<file path="config.mk">
export PLATFORM = sky130hd
export DESIGN_NAME = pwm_updown_aq
export DESIGN_NICKNAME = d
export VERILOG_FILES = /design/src/rtl/pwmtb_pkg.sv /design/src/rtl/pwmtb_shadow.sv /design/src/rtl/pwmtb_counter.sv /design/src/rtl/pwmtb_aq_chan.sv /design/src/rtl/pwm_updown_aq.sv
export SDC_FILE = /design/constraint.sdc
export NUM_CORES = 1
export LEC_CHECK = 0
export CAP_MARGIN = 15
export CORE_MARGIN = 5
export CORE_UTILIZATION = 45
export DETAILED_ROUTE_END_ITERATION = 6
export PLACE_DENSITY = 0.67
export SYNTH_ARGS = -nofsm -noshare
export SYNTH_HDL_FRONTEND = slang
export SYNTH_SLANG_ARGS = --single-unit
</file>
<file path="constraint.sdc">
create_clock -name clk -period 5 [get_ports clk]
set_input_delay 1.5 -clock clk [delete_from_list [all_inputs] [get_ports clk]]
set_output_delay 1.5 -clock clk [all_outputs]
set_load 0.1 [all_outputs]
</file>
<file path="src/rtl/pwmtb_pkg.sv">
// Shared types for the up-down PWM time base: output action codes and
// the per-output action table layout.
package pwmtb_pkg;

    typedef enum logic [1:0] {
        AQ_NONE = 2'd0,
        AQ_CLR  = 2'd1,
        AQ_SET  = 2'd2,
        AQ_TGL  = 2'd3
    } aq_act_e;

    // Field order from MSB: compare B falling, compare B rising,
    // compare A falling, compare A rising, zero.
    typedef struct packed {
        aq_act_e cbd;
        aq_act_e cbu;
        aq_act_e cad;
        aq_act_e cau;
        aq_act_e zro;
    } aq_cfg_t;

    localparam int AQ_NEV = 5;

endpackage

</file>
<file path="src/rtl/pwmtb_shadow.sv">
// Double-buffered register: writes land in a holding copy; the working
// copy takes the holding value on every edge where 'load' is high.
// Assumes: a write and a load on the same edge copy the older holding value.
module pwmtb_shadow #(
    parameter int           W   = 16,
    parameter logic [W-1:0] RST = '0
) (
    input  logic         clk,
    input  logic         rst_n,
    input  logic         wr,
    input  logic [W-1:0] wdata,
    input  logic         load,
    output logic [W-1:0] active
);

    logic [W-1:0] held;

    // Capture software writes into the holding copy.
    always_ff @(posedge clk) begin
        if (!rst_n)  held <= RST;
        else if (wr) held <= wdata;
    end

    // Transfer the holding copy into the working copy at the load point.
    always_ff @(posedge clk) begin
        if (!rst_n)    active <= RST;
        else if (load) active <= held;
    end

    // working value never moves outside a load point.
    assert_hold_between_loads_R4: assert property (@(posedge clk) disable iff (!rst_n)
        !load |=> $stable(active));

endmodule

</file>
<file path="src/rtl/pwmtb_counter.sv">
// Up-down counter of the time base. It reverses at 0 and at the working
// top value, holds while 'run' is low, and accepts direct writes and phase loads.
// Assumes: top value >= 1; a counter above the top value counts down.
module pwmtb_counter #(
    parameter int CW = 16
) (
    input  logic          clk,
    input  logic          rst_n,
    input  logic          run,
    input  logic          wr_cnt,
    input  logic [CW-1:0] cnt_wdata,
    input  logic          ld_phase,
    input  logic [CW-1:0] phase_val,
    input  logic [CW-1:0] prd_act,
    output logic [CW-1:0] cnt,
    output logic          dir_up
);

    localparam logic [CW-1:0] ZERO = '0;
    localparam logic [CW-1:0] ONE  = {{(CW-1){1'b0}}, 1'b1};

    logic          step_up;
    logic [CW-1:0] cnt_nxt;

    // Choose the direction of the next step and the stepped value.
    always_comb begin
        if (cnt == ZERO)         step_up = 1'b1;
        else if (cnt >= prd_act) step_up = 1'b0;
        else                     step_up = dir_up;
        cnt_nxt = step_up ? (cnt + ONE) : (cnt - ONE);
    end

    // Advance, load or hold the counter and record the last step direction.
    always_ff @(posedge clk) begin
        if (!rst_n) begin
            cnt    <= ZERO;
            dir_up <= 1'b0;
        end else if (wr_cnt) begin
            cnt <= cnt_wdata;
        end else if (run) begin
            if (ld_phase) begin
                cnt <= phase_val;
            end else begin
                cnt    <= cnt_nxt;
                dir_up <= step_up;
            end
        end
    end

    // free-running steps move by exactly one.
    assert_unit_step_R2: assert property (@(posedge clk) disable iff (!rst_n)
        (run && !wr_cnt && !ld_phase) |=> (cnt == $past(cnt) + ONE || cnt == $past(cnt) - ONE));

    // the counter always leaves zero upward.
    assert_leave_zero_up_R2: assert property (@(posedge clk) disable iff (!rst_n)
        (run && !wr_cnt && !ld_phase && cnt == ZERO) |=> (cnt == ONE));

    // frozen counter holds.
    assert_freeze_hold_R8: assert property (@(posedge clk) disable iff (!rst_n)
        (!run && !wr_cnt) |=> $stable(cnt));

    // a direct write lands on the next edge.
    assert_direct_write_R9: assert property (@(posedge clk) disable iff (!rst_n)
        wr_cnt |=> (cnt == $past(cnt_wdata)));

    // a phase load lands on the next edge.
    assert_phase_load_R10: assert property (@(posedge clk) disable iff (!rst_n)
        (run && ld_phase && !wr_cnt) |=> (cnt == $past(phase_val)));

endmodule

</file>
<file path="src/rtl/pwmtb_aq_chan.sv">
// One output of the action qualifier. It holds a writable action table and
// applies the action of the highest-priority active event each cycle.
// Event index 0 (zero) has the highest priority and index 4 the lowest.
// Assumes: event strobes are already qualified by the time-base enable.
module pwmtb_aq_chan
    import pwmtb_pkg::*;
#(
    parameter aq_cfg_t CFG_RST = '0
) (
    input  logic              clk,
    input  logic              rst_n,
    input  logic              wr_cfg,
    input  aq_cfg_t           cfg_wdata,
    input  logic [AQ_NEV-1:0] ev,
    output logic              out
);

    aq_cfg_t cfg;
    aq_act_e acts [AQ_NEV];
    aq_act_e sel;
    logic    out_nxt;

    // Hold the action table.
    always_ff @(posedge clk) begin
        if (!rst_n)      cfg <= CFG_RST;
        else if (wr_cfg) cfg <= cfg_wdata;
    end

    // Map table fields onto event indices.
    always_comb begin
        acts[0] = cfg.zro;
        acts[1] = cfg.cau;
        acts[2] = cfg.cad;
        acts[3] = cfg.cbu;
        acts[4] = cfg.cbd;
    end

    // Pick the action of the highest-priority event that has one.
    always_comb begin
        sel = AQ_NONE;
        for (int i = AQ_NEV - 1; i >= 0; i--) begin
            if (ev[i] && acts[i] != AQ_NONE) sel = acts[i];
        end
    end

    // Compute the next output level from the chosen action.
    always_comb begin
        case (sel)
            AQ_CLR:  out_nxt = 1'b0;
            AQ_SET:  out_nxt = 1'b1;
            AQ_TGL:  out_nxt = ~out;
            default: out_nxt = out;
        endcase
    end

    // Register the output.
    always_ff @(posedge clk) begin
        if (!rst_n) out <= 1'b0;
        else        out <= out_nxt;
    end

    // a zero event with a set action wins over anything else.
    assert_zero_set_wins_R7: assert property (@(posedge clk) disable iff (!rst_n)
        (ev[0] && cfg.zro == AQ_SET) |=> out);

    // a zero event with a clear action wins as well.
    assert_zero_clr_wins_R7: assert property (@(posedge clk) disable iff (!rst_n)
        (ev[0] && cfg.zro == AQ_CLR) |=> !out);

    // with no event the output holds.
    assert_idle_hold_R13: assert property (@(posedge clk) disable iff (!rst_n)
        (ev == '0) |=> $stable(out));

endmodule

</file>
<file path="src/rtl/pwm_updown_aq.sv">
// Center-aligned PWM time base. It connects the top-value and compare
// double buffers, the up-down counter, the event decode, two action-qualified
// outputs, the sync output and the zero interrupt.
// Assumes: tb_en is shared by every copy that must start together.
module pwm_updown_aq
    import pwmtb_pkg::*;
#(
    parameter int            CW       = 16,
    parameter logic [CW-1:0] PRD_RST  = 16'd100,
    parameter logic [CW-1:0] CMPA_RST = 16'd50,
    parameter logic [CW-1:0] CMPB_RST = 16'd50,
    parameter aq_cfg_t       AQA_RST  = '{cbd: AQ_NONE, cbu: AQ_NONE, cad: AQ_NONE, cau: AQ_CLR,  zro: AQ_SET},
    parameter aq_cfg_t       AQB_RST  = '{cbd: AQ_NONE, cbu: AQ_NONE, cad: AQ_CLR,  cau: AQ_NONE, zro: AQ_SET}
) (
    input  logic          clk,
    input  logic          rst_n,
    input  logic          tb_en,
    input  logic          cnt_wr,
    input  logic [CW-1:0] cnt_wdata,
    input  logic          prd_wr,
    input  logic [CW-1:0] prd_wdata,
    input  logic          cmpa_wr,
    input  logic [CW-1:0] cmpa_wdata,
    input  logic          cmpb_wr,
    input  logic [CW-1:0] cmpb_wdata,
    input  logic          aqa_wr,
    input  logic          aqb_wr,
    input  logic [9:0]    aq_wdata,
    input  logic          phase_en,
    input  logic [CW-1:0] phase_val,
    input  logic          sync_master,
    input  logic          sync_in,
    output logic          pwm_a,
    output logic          pwm_b,
    output logic          sync_out,
    output logic          zero_irq,
    output logic [CW-1:0] cnt_val
);

    localparam int            NCMP = 2;
    localparam int            NOUT = 2;
    localparam logic [CW-1:0] ZERO = '0;
    localparam logic [CW-1:0] CMP_RST [NCMP] = '{CMPA_RST, CMPB_RST};
    localparam aq_cfg_t       AQ_RST  [NOUT] = '{AQA_RST, AQB_RST};

    logic [CW-1:0]     cnt;
    logic              dir_up;
    logic              at_zero;
    logic              ev_zero;
    logic              ld_phase;
    logic [CW-1:0]     prd_act;
    logic              cmp_wr    [NCMP];
    logic [CW-1:0]     cmp_wdata [NCMP];
    logic [CW-1:0]     cmp_act   [NCMP];
    logic [NCMP-1:0]   ev_up;
    logic [NCMP-1:0]   ev_dn;
    logic [AQ_NEV-1:0] ev_vec;
    logic [NOUT-1:0]   aq_wr;
    logic [NOUT-1:0]   pwm;

    // Decode the shared conditions of the time base.
    always_comb begin
        at_zero  = (cnt == ZERO);
        ev_zero  = tb_en && at_zero;
        ld_phase = phase_en && sync_in;
        cmp_wr[0]    = cmpa_wr;
        cmp_wr[1]    = cmpb_wr;
        cmp_wdata[0] = cmpa_wdata;
        cmp_wdata[1] = cmpb_wdata;
        aq_wr        = {aqb_wr, aqa_wr};
    end

    // The top value is double-buffered and switches at counter zero.
    pwmtb_shadow #(.W(CW), .RST(PRD_RST)) u_prd (
        .clk(clk), .rst_n(rst_n), .wr(prd_wr), .wdata(prd_wdata),
        .load(at_zero), .active(prd_act)
    );

    pwmtb_counter #(.CW(CW)) u_cnt (
        .clk(clk), .rst_n(rst_n), .run(tb_en), .wr_cnt(cnt_wr),
        .cnt_wdata(cnt_wdata), .ld_phase(ld_phase), .phase_val(phase_val),
        .prd_act(prd_act), .cnt(cnt), .dir_up(dir_up)
    );

    // One double buffer and one rising/falling match decode per compare.
    for (genvar gi = 0; gi < NCMP; gi++) begin : g_cmp
        pwmtb_shadow #(.W(CW), .RST(CMP_RST[gi])) u_cmp (
            .clk(clk), .rst_n(rst_n), .wr(cmp_wr[gi]), .wdata(cmp_wdata[gi]),
            .load(at_zero), .active(cmp_act[gi])
        );
        // Qualify the match by enable and by the last step direction.
        always_comb begin
            ev_up[gi] = tb_en && (cnt == cmp_act[gi]) && dir_up;
            ev_dn[gi] = tb_en && (cnt == cmp_act[gi]) && !dir_up;
        end
    end

    // Order the events by priority: zero, A rising, A falling, B rising, B falling.
    always_comb ev_vec = {ev_dn[1], ev_up[1], ev_dn[0], ev_up[0], ev_zero};

    // One action-qualified output per channel, each with its own reset table.
    for (genvar go = 0; go < NOUT; go++) begin : g_out
        pwmtb_aq_chan #(.CFG_RST(AQ_RST[go])) u_aq (
            .clk(clk), .rst_n(rst_n), .wr_cfg(aq_wr[go]),
            .cfg_wdata(aq_cfg_t'(aq_wdata)), .ev(ev_vec), .out(pwm[go])
        );
    end

    // Register the zero interrupt and the selected sync output.
    always_ff @(posedge clk) begin
        if (!rst_n) begin
            zero_irq <= 1'b0;
            sync_out <= 1'b0;
        end else begin
            zero_irq <= ev_zero;
            sync_out <= sync_master ? ev_zero : sync_in;
        end
    end

    assign pwm_a   = pwm[0];
    assign pwm_b   = pwm[1];
    assign cnt_val = cnt;

    // an interrupt only follows an enabled cycle at counter zero.
    assert_irq_after_zero_R12: assert property (@(posedge clk) disable iff (!rst_n)
        zero_irq |-> ($past(cnt) == ZERO && $past(tb_en)));

    // in slave mode the sync output repeats the input one clock later.
    assert_sync_repeat_R11: assert property (@(posedge clk) disable iff (!rst_n)
        !sync_master |=> (sync_out == $past(sync_in)));

    // the working top value is steady while the counter is away from zero.
    assert_prd_steady_R3: assert property (@(posedge clk) disable iff (!rst_n)
        !at_zero |=> $stable(prd_act));

endmodule

</file>
**Yosys cells after proc, flatten, opt, wreduce, memory -nomap -nowiden**

Cells that the tools add are included.

- Add/subtract/negate cells: 2
- $lt $le $gt $ge: 1
- Eq/ne operators: 8
- Multiplexer cells: 19
- Bitwise gates (word level): 4
- Reductions and logical operators: 34

Operators with widths:

| cell | number |
|---|---|
| 2-to-1 mux 16 bit | 4 |
| == test 16 bit | 2 |
| nonzero test 2 bit | 11 |
| 2-to-1 mux 2 bit | 10 |
| logical AND 1 bit | 18 |
| adder 16 x 1 -> 16 bit, second input constant | 1 |
| greater-or-equal comparator 16 bit | 1 |
| logical NOT 16 bit | 1 |
| subtractor 16 x 1 -> 16 bit, second input constant | 1 |
| == test 2 bit, second input constant | 4 |
| case mux 1 bit (3 select lines) | 2 |
| nonzero test 3 bit | 2 |
| == test 2 x 1 -> 1 bit, second input constant | 2 |
| NOT 1 bit | 4 |
| 2-to-1 mux 1 bit | 3 |
| AND reduction 3 bit | 1 |
| logical NOT 1 bit | 1 |

- Register bits after elaboration: 137
- Input bits: 102
- Output and inout port bits: 20
- Logic and storage cells: 90

**Longest topological paths before layout**

- Depth after elaboration: 11
- Gate-level depth with buffers: 18
- Depth with buffers taken out: 17

**Modules after synthesis**

From an unflattened synthesis, not the netlist that was laid out.

- Cell total of the unflattened synthesis: 756
- Area, all modules: 7264.5 µm²

By module, submodules not included:

| module | times used | cells an instance | area each (µm²) | sequential area each (µm²) |
|---|---|---|---|---|
| pwmtb_shadow | 3 | 103 | 1219.9 | 640.6 |
| pwmtb_counter | 1 | 277 | 2078.2 | 340.3 |
| pwmtb_aq_chan | 2 | 54 | 519.2 | 220.2 |
| pwm_updown_aq | 1 | 62 | 488.0 | 40.0 |

**Least setup slack after synthesis**

No wires, ideal clock.

- Kind: reg2reg
- From: register u_cnt.cnt[0]
- To: register u_cnt.cnt[15]
- Library setup time: 0.122 ns
- Data arrival time: 4.639 ns
- Data required time: 4.878 ns
- Slack: 0.239 ns
- Stages on the path, launching flop included: 18
- Path buffers: 1
- Period minus slack after synthesis: 4.761 ns
- Cell sequence: dfxtp_1 -> buf_6 -> inv_1 -> ha_1 -> nand2b_1 -> a2111oi_0 -> o31ai_1 -> a21oi_1 -> nor2_1 -> o21a_1 -> ha_1 -> a211oi_4 -> o21ai_2 -> a2111oi_4 -> nor3_1 -> o31a_1 -> o21a_1 -> o311a_1

- Word-level cells in the longest chain between the ends: 7
- Elaborated cells between the ends (all ways): 10
- Those cells by class: add/sub: 2; order compare: 1; mux: 6; reduce/logical: 1

Ends and longest elaborated chain:

| element | RTL line | source |
|---|---|---|
| start: declaration | pwmtb_counter.sv:15 | `output logic [CW-1:0] cnt,` |
| start signal: assignment | pwmtb_counter.sv:39 | `cnt <= cnt_wdata;` |
| start signal: assignment | pwmtb_counter.sv:42 | `cnt <= phase_val;` |
| start signal: assignment | pwmtb_counter.sv:44 | `cnt <= cnt_nxt;` |
| greater-or-equal comparator 16 bit | pwmtb_counter.sv:28 | `else if (cnt >= prd_act) step_up = 1'b0;` |
| 2-to-1 mux 1 bit | pwmtb_counter.sv:28 |  |
| 2-to-1 mux 1 bit | pwmtb_counter.sv:27 | `if (cnt == ZERO) step_up = 1'b1;` |
| 2-to-1 mux 16 bit (*) | pwmtb_counter.sv:30 | `cnt_nxt = step_up ? (cnt + ONE) : (cnt - ONE);` |
| 2-to-1 mux 16 bit (*) | pwmtb_counter.sv:41 | `if (ld_phase) begin` |
| 2-to-1 mux 16 bit (*) | pwmtb_counter.sv:40 | `end else if (run) begin` |
| 2-to-1 mux 16 bit (*) | pwmtb_counter.sv:38 | `end else if (wr_cnt) begin` |

Mark *: on every way between the ends. The rest lies on a longest branch, timed or not. The select of a mux whose other input is x is not followed.
A chain may end at the register's enable or synchronous reset.

**Worst setup path in the final report**

Ends and elaborated chain as after synthesis.

==> flow_summary.ini <==
[critical_path]
critPathLaunch = u_cnt.cnt[0]
cpLargestDelayFamily = compound AO/OA/AOI/OAI gates
rrSetupSlack_ns = 0.48
required_ns = 5.30
crit_cells = 16
cp_slowest_stage_delay_ns = 0.46
critPathSlowestCell = a2111oi_0
crit_buf_inv = 1
cp-endpoint = u_cnt.cnt[15]
r2r-end = u_cnt.cnt[15]
critPathLaunchType = flop
timing.rr.start = u_cnt.cnt[0]
worst_setup_path_end_kind = flop
path_cells = inv_1, ha_1, nand2b_1, a2111oi_0, o31ai_1, a21oi_1, nor2_1, o21a_1, ha_1, a211oi_4, o21ai_2, a2111oi_4, nor3_1, o31a_1, o21a_1, o311a_1
arrival_ns = 4.83
cp_max_fo = 16
r2r.worst_path.cells = 16
worstSetupPathType = flop to flop

[detailed_routing]
via_count = 6155
drtIter0Drc = 409
drt-total-wl_microns = 19500
wl_per_cell_microns = 17.5
dr.pass1.iters = 5
final_antenna_net_count = 0
vias_per_cell = 5.53
drcViolationCount = 0

[grt]
track_usage_pct = 22.6
grt_pass1_wl_microns = 32300
antenna_found_initial = 0
grt.overflow.total = 0
grt_max_degree = 52
first_global_vias = 6316

[timing]
clock_skew_ns = 0.00622
slew_viol_final = 0
fmax_mhz = 221
tns_ns = 0
fin_ws_ns = 0.475
rsz0062_at_grt = no
report.final.hold_viol_count = 0
setup_viol = 0
tightest_slew_ns = 1.04
min_period_over_period_pct = 90.5
timing.slew.headroom_pct = 30.6
fin_crit_ns = 4.52

[clocking]
cts_tree = built
cts.sinks = 137
cts_buffers = 17
cts_max_path_buffers = 2
holdBufCountCts = 0
clk_pin_slew_ns = 0.06
clk_latency_ns = 0.42
cts_setup_buffers = 0
cts_resized = 0
ctsHtreeMaxLevel = 4
cts_root_buf = clkbuf_16

[floorplanning]
num_rows = 44
die_area_sq_mm = 0.0176
core-area_sq_mm = 0.0146
dieHeight_microns = 133
die_width_microns = 133
start_util_pct = 46.2
ios = 122

[power]
p_per_area_mw_per_mm2 = 377
vdd.ir_drop.worst_v = 0.000275
power.total_uw = 3330
leakagePower_uw = 0.00361

[logic_synthesis]
synth_seq_cells = 137
synth_top_area_share_pct = 40.5
syn-num-nets = 936
synth_area_per_cell_sq_um = 8.43
ys_types = 58
synth_area_leader_cell = dfxtp_1
synth_common_cells = 137 x dfxtp_1, 136 x nand2_1, 92 x nor2_1, 74 x mux2i_1, 70 x a21oi_1
synth.most_common_cell = dfxtp_1
syn_inst = 803
seq_area_frac_synth_pct = 40.5
syn_area_sq_mm = 0.00677
synthTopCellsByArea = dfxtp_1 41%, mux2i_1 11%, nand2_1 7.5%, ha_1 5.5%, a21oi_1 5.2%
synthArstFlopShare_pct = 0
synthFlopType = dfxtp_1
synth_edf_count = 0
yosys_warnings = 0

[place]
dp_cells = 1082
place.gp.congestion = 0.904
place_ws_ns = 0.374
port_buffers = 121
hpwl_microns = 13900

[cells_and_area]
fillers = 1291
fin_cells = 1114
diodes = 0
area_growth_pct = 30.6
nNetsFinal = 1050
drive_gt1_share_pct = 5.91

[min_path]
worstHoldPathType = flop to flop
hold_depth = 2

[run_status]
run_status = finished clean

[flow_run]
max_cap_viol_count = 0
[worst min-delay path: stages, from the launching register on]
cell     delay (ns)
dfxtp_1        0.31
nand2_1        0.05
a21oi_1        0.05
[sequential cells by signal, summed over array words and instances (netlist names)]
| register | count |
|---|---|
| g_cmp.u_cmp.held | 32 |
| zero_irq | 1 |
| u_prd.held | 16 |
| g_out.u_aq.out | 2 |
| u_cnt.dir_up | 1 |
| u_cnt.cnt | 16 |
| g_cmp.u_cmp.active | 32 |
| sync_out | 1 |
| g_out.u_aq.acts | 20 |
| u_prd.active | 16 |
[logic make-up after synthesis]
| kind of cell | after synthesis | share of synthesized area [%] |
|---|---|---|
| AO/OA/AOI/OAI | 150 | 14.4 |
| XOR/XNOR | 37 | 4.79 |
| multiplexers | 74 | 10.9 |
| buffers and inverters | 69 | 3.96 |
| flip-flops | 137 | 40.5 |
| AND/OR/NAND/NOR | 305 | 19.5 |
| adder cells (fa/ha/maj) | 31 | 5.84 |
[cell usage in the layout, fill, tap and decap left out, types with 3 or more instances in the layout]
master           instances
nand3_1                 17
a211o_1                  3
o21a_1                   5
xor2_1                  17
and3_1                  10
mux2i_1                 74
clkbuf_16               17
o211ai_1                 5
bufinv_16                5
and2_1                   3
nand2b_1                 4
nor2_1                  92
nand4_1                  7
nand2_1                136
a21o_1                   4
or3_1                    4
a21oi_1                 70
clkdlybuf4s50_1        121
nor2b_1                  3
inv_1                   22
o21ai_1                  3
nor3b_1                  6
clkbuf_1                 3
o21ai_0                 14
ha_1                    30
a211oi_1                 6
nor3_1                   9
nor4_1                   8
o311ai_0                 3
o31ai_1                  8
buf_4                   19
xnor2_1                 20
a31oi_1                  4
dfxtp_1                136
o31a_1                   4
[power breakdown]
group / switching, uW / leakage (uW) / internal (uW)
clock: 475 / 0.000312 / 900
combinational: 440 / 0.00217 / 322
sequential: 46.5 / 0.00112 / 1150
total: 962 / 0.00361 / 2370
[worst min path at each step]
stage,start,to,slack [ns]
after global routing,g_cmp[1].u_cmp.held[8],g_cmp[1].u_cmp.active[8],0.48
final,g_cmp[0].u_cmp.held[12],g_cmp[0].u_cmp.active[12],0.45
after floorplan,u_prd.held[10],u_prd.active[10],0.43
after detailed placement,g_cmp[1].u_cmp.held[3],g_cmp[1].u_cmp.active[3],0.45
after CTS,g_cmp[0].u_cmp.held[12],g_cmp[0].u_cmp.active[12],0.46
after global placement,u_prd.held[0],u_prd.active[0],0.44
[layout make-up]
type                            instances  area [sq um]  area share (%)
Clock inverter                         11           194            2.19
Clock buffer                           21           450            5.10
Multi-Input combinational cell        597          3760            42.5
Sequential cell                       137          2740            31.0
Inverter                               23          86.3           0.977
Tap cell                              184           230            2.61
Timing Repair Buffer                  141          1370            15.5
[through the flow]
stage / instance area, sq um / hold WS [ns] / utilization (%)
finish: 8840 / 0.451 / 60.3
global route: 8840 / 0.480 / 60.3
detailed placement: 8190 / 0.447 / 55.9
CTS: 8840 / 0.457 / 60.3
floorplan: 6770 / 0.431 / -
global placement: 8190 / 0.440 / 55.9
[per-layer routing]
metal,vias to the layer above,track usage [%],part of all wire [%],wire length [microns]
li1,3025,-,-,-
met1,2903,31.1,47,9220
met2,194,34.6,44,8660
met3,33,5.32,5.8,1120
met4,0,8.72,2.4,461
met5,-,0,0,0
No activity file was read; power rests on OpenSTA's default activity.
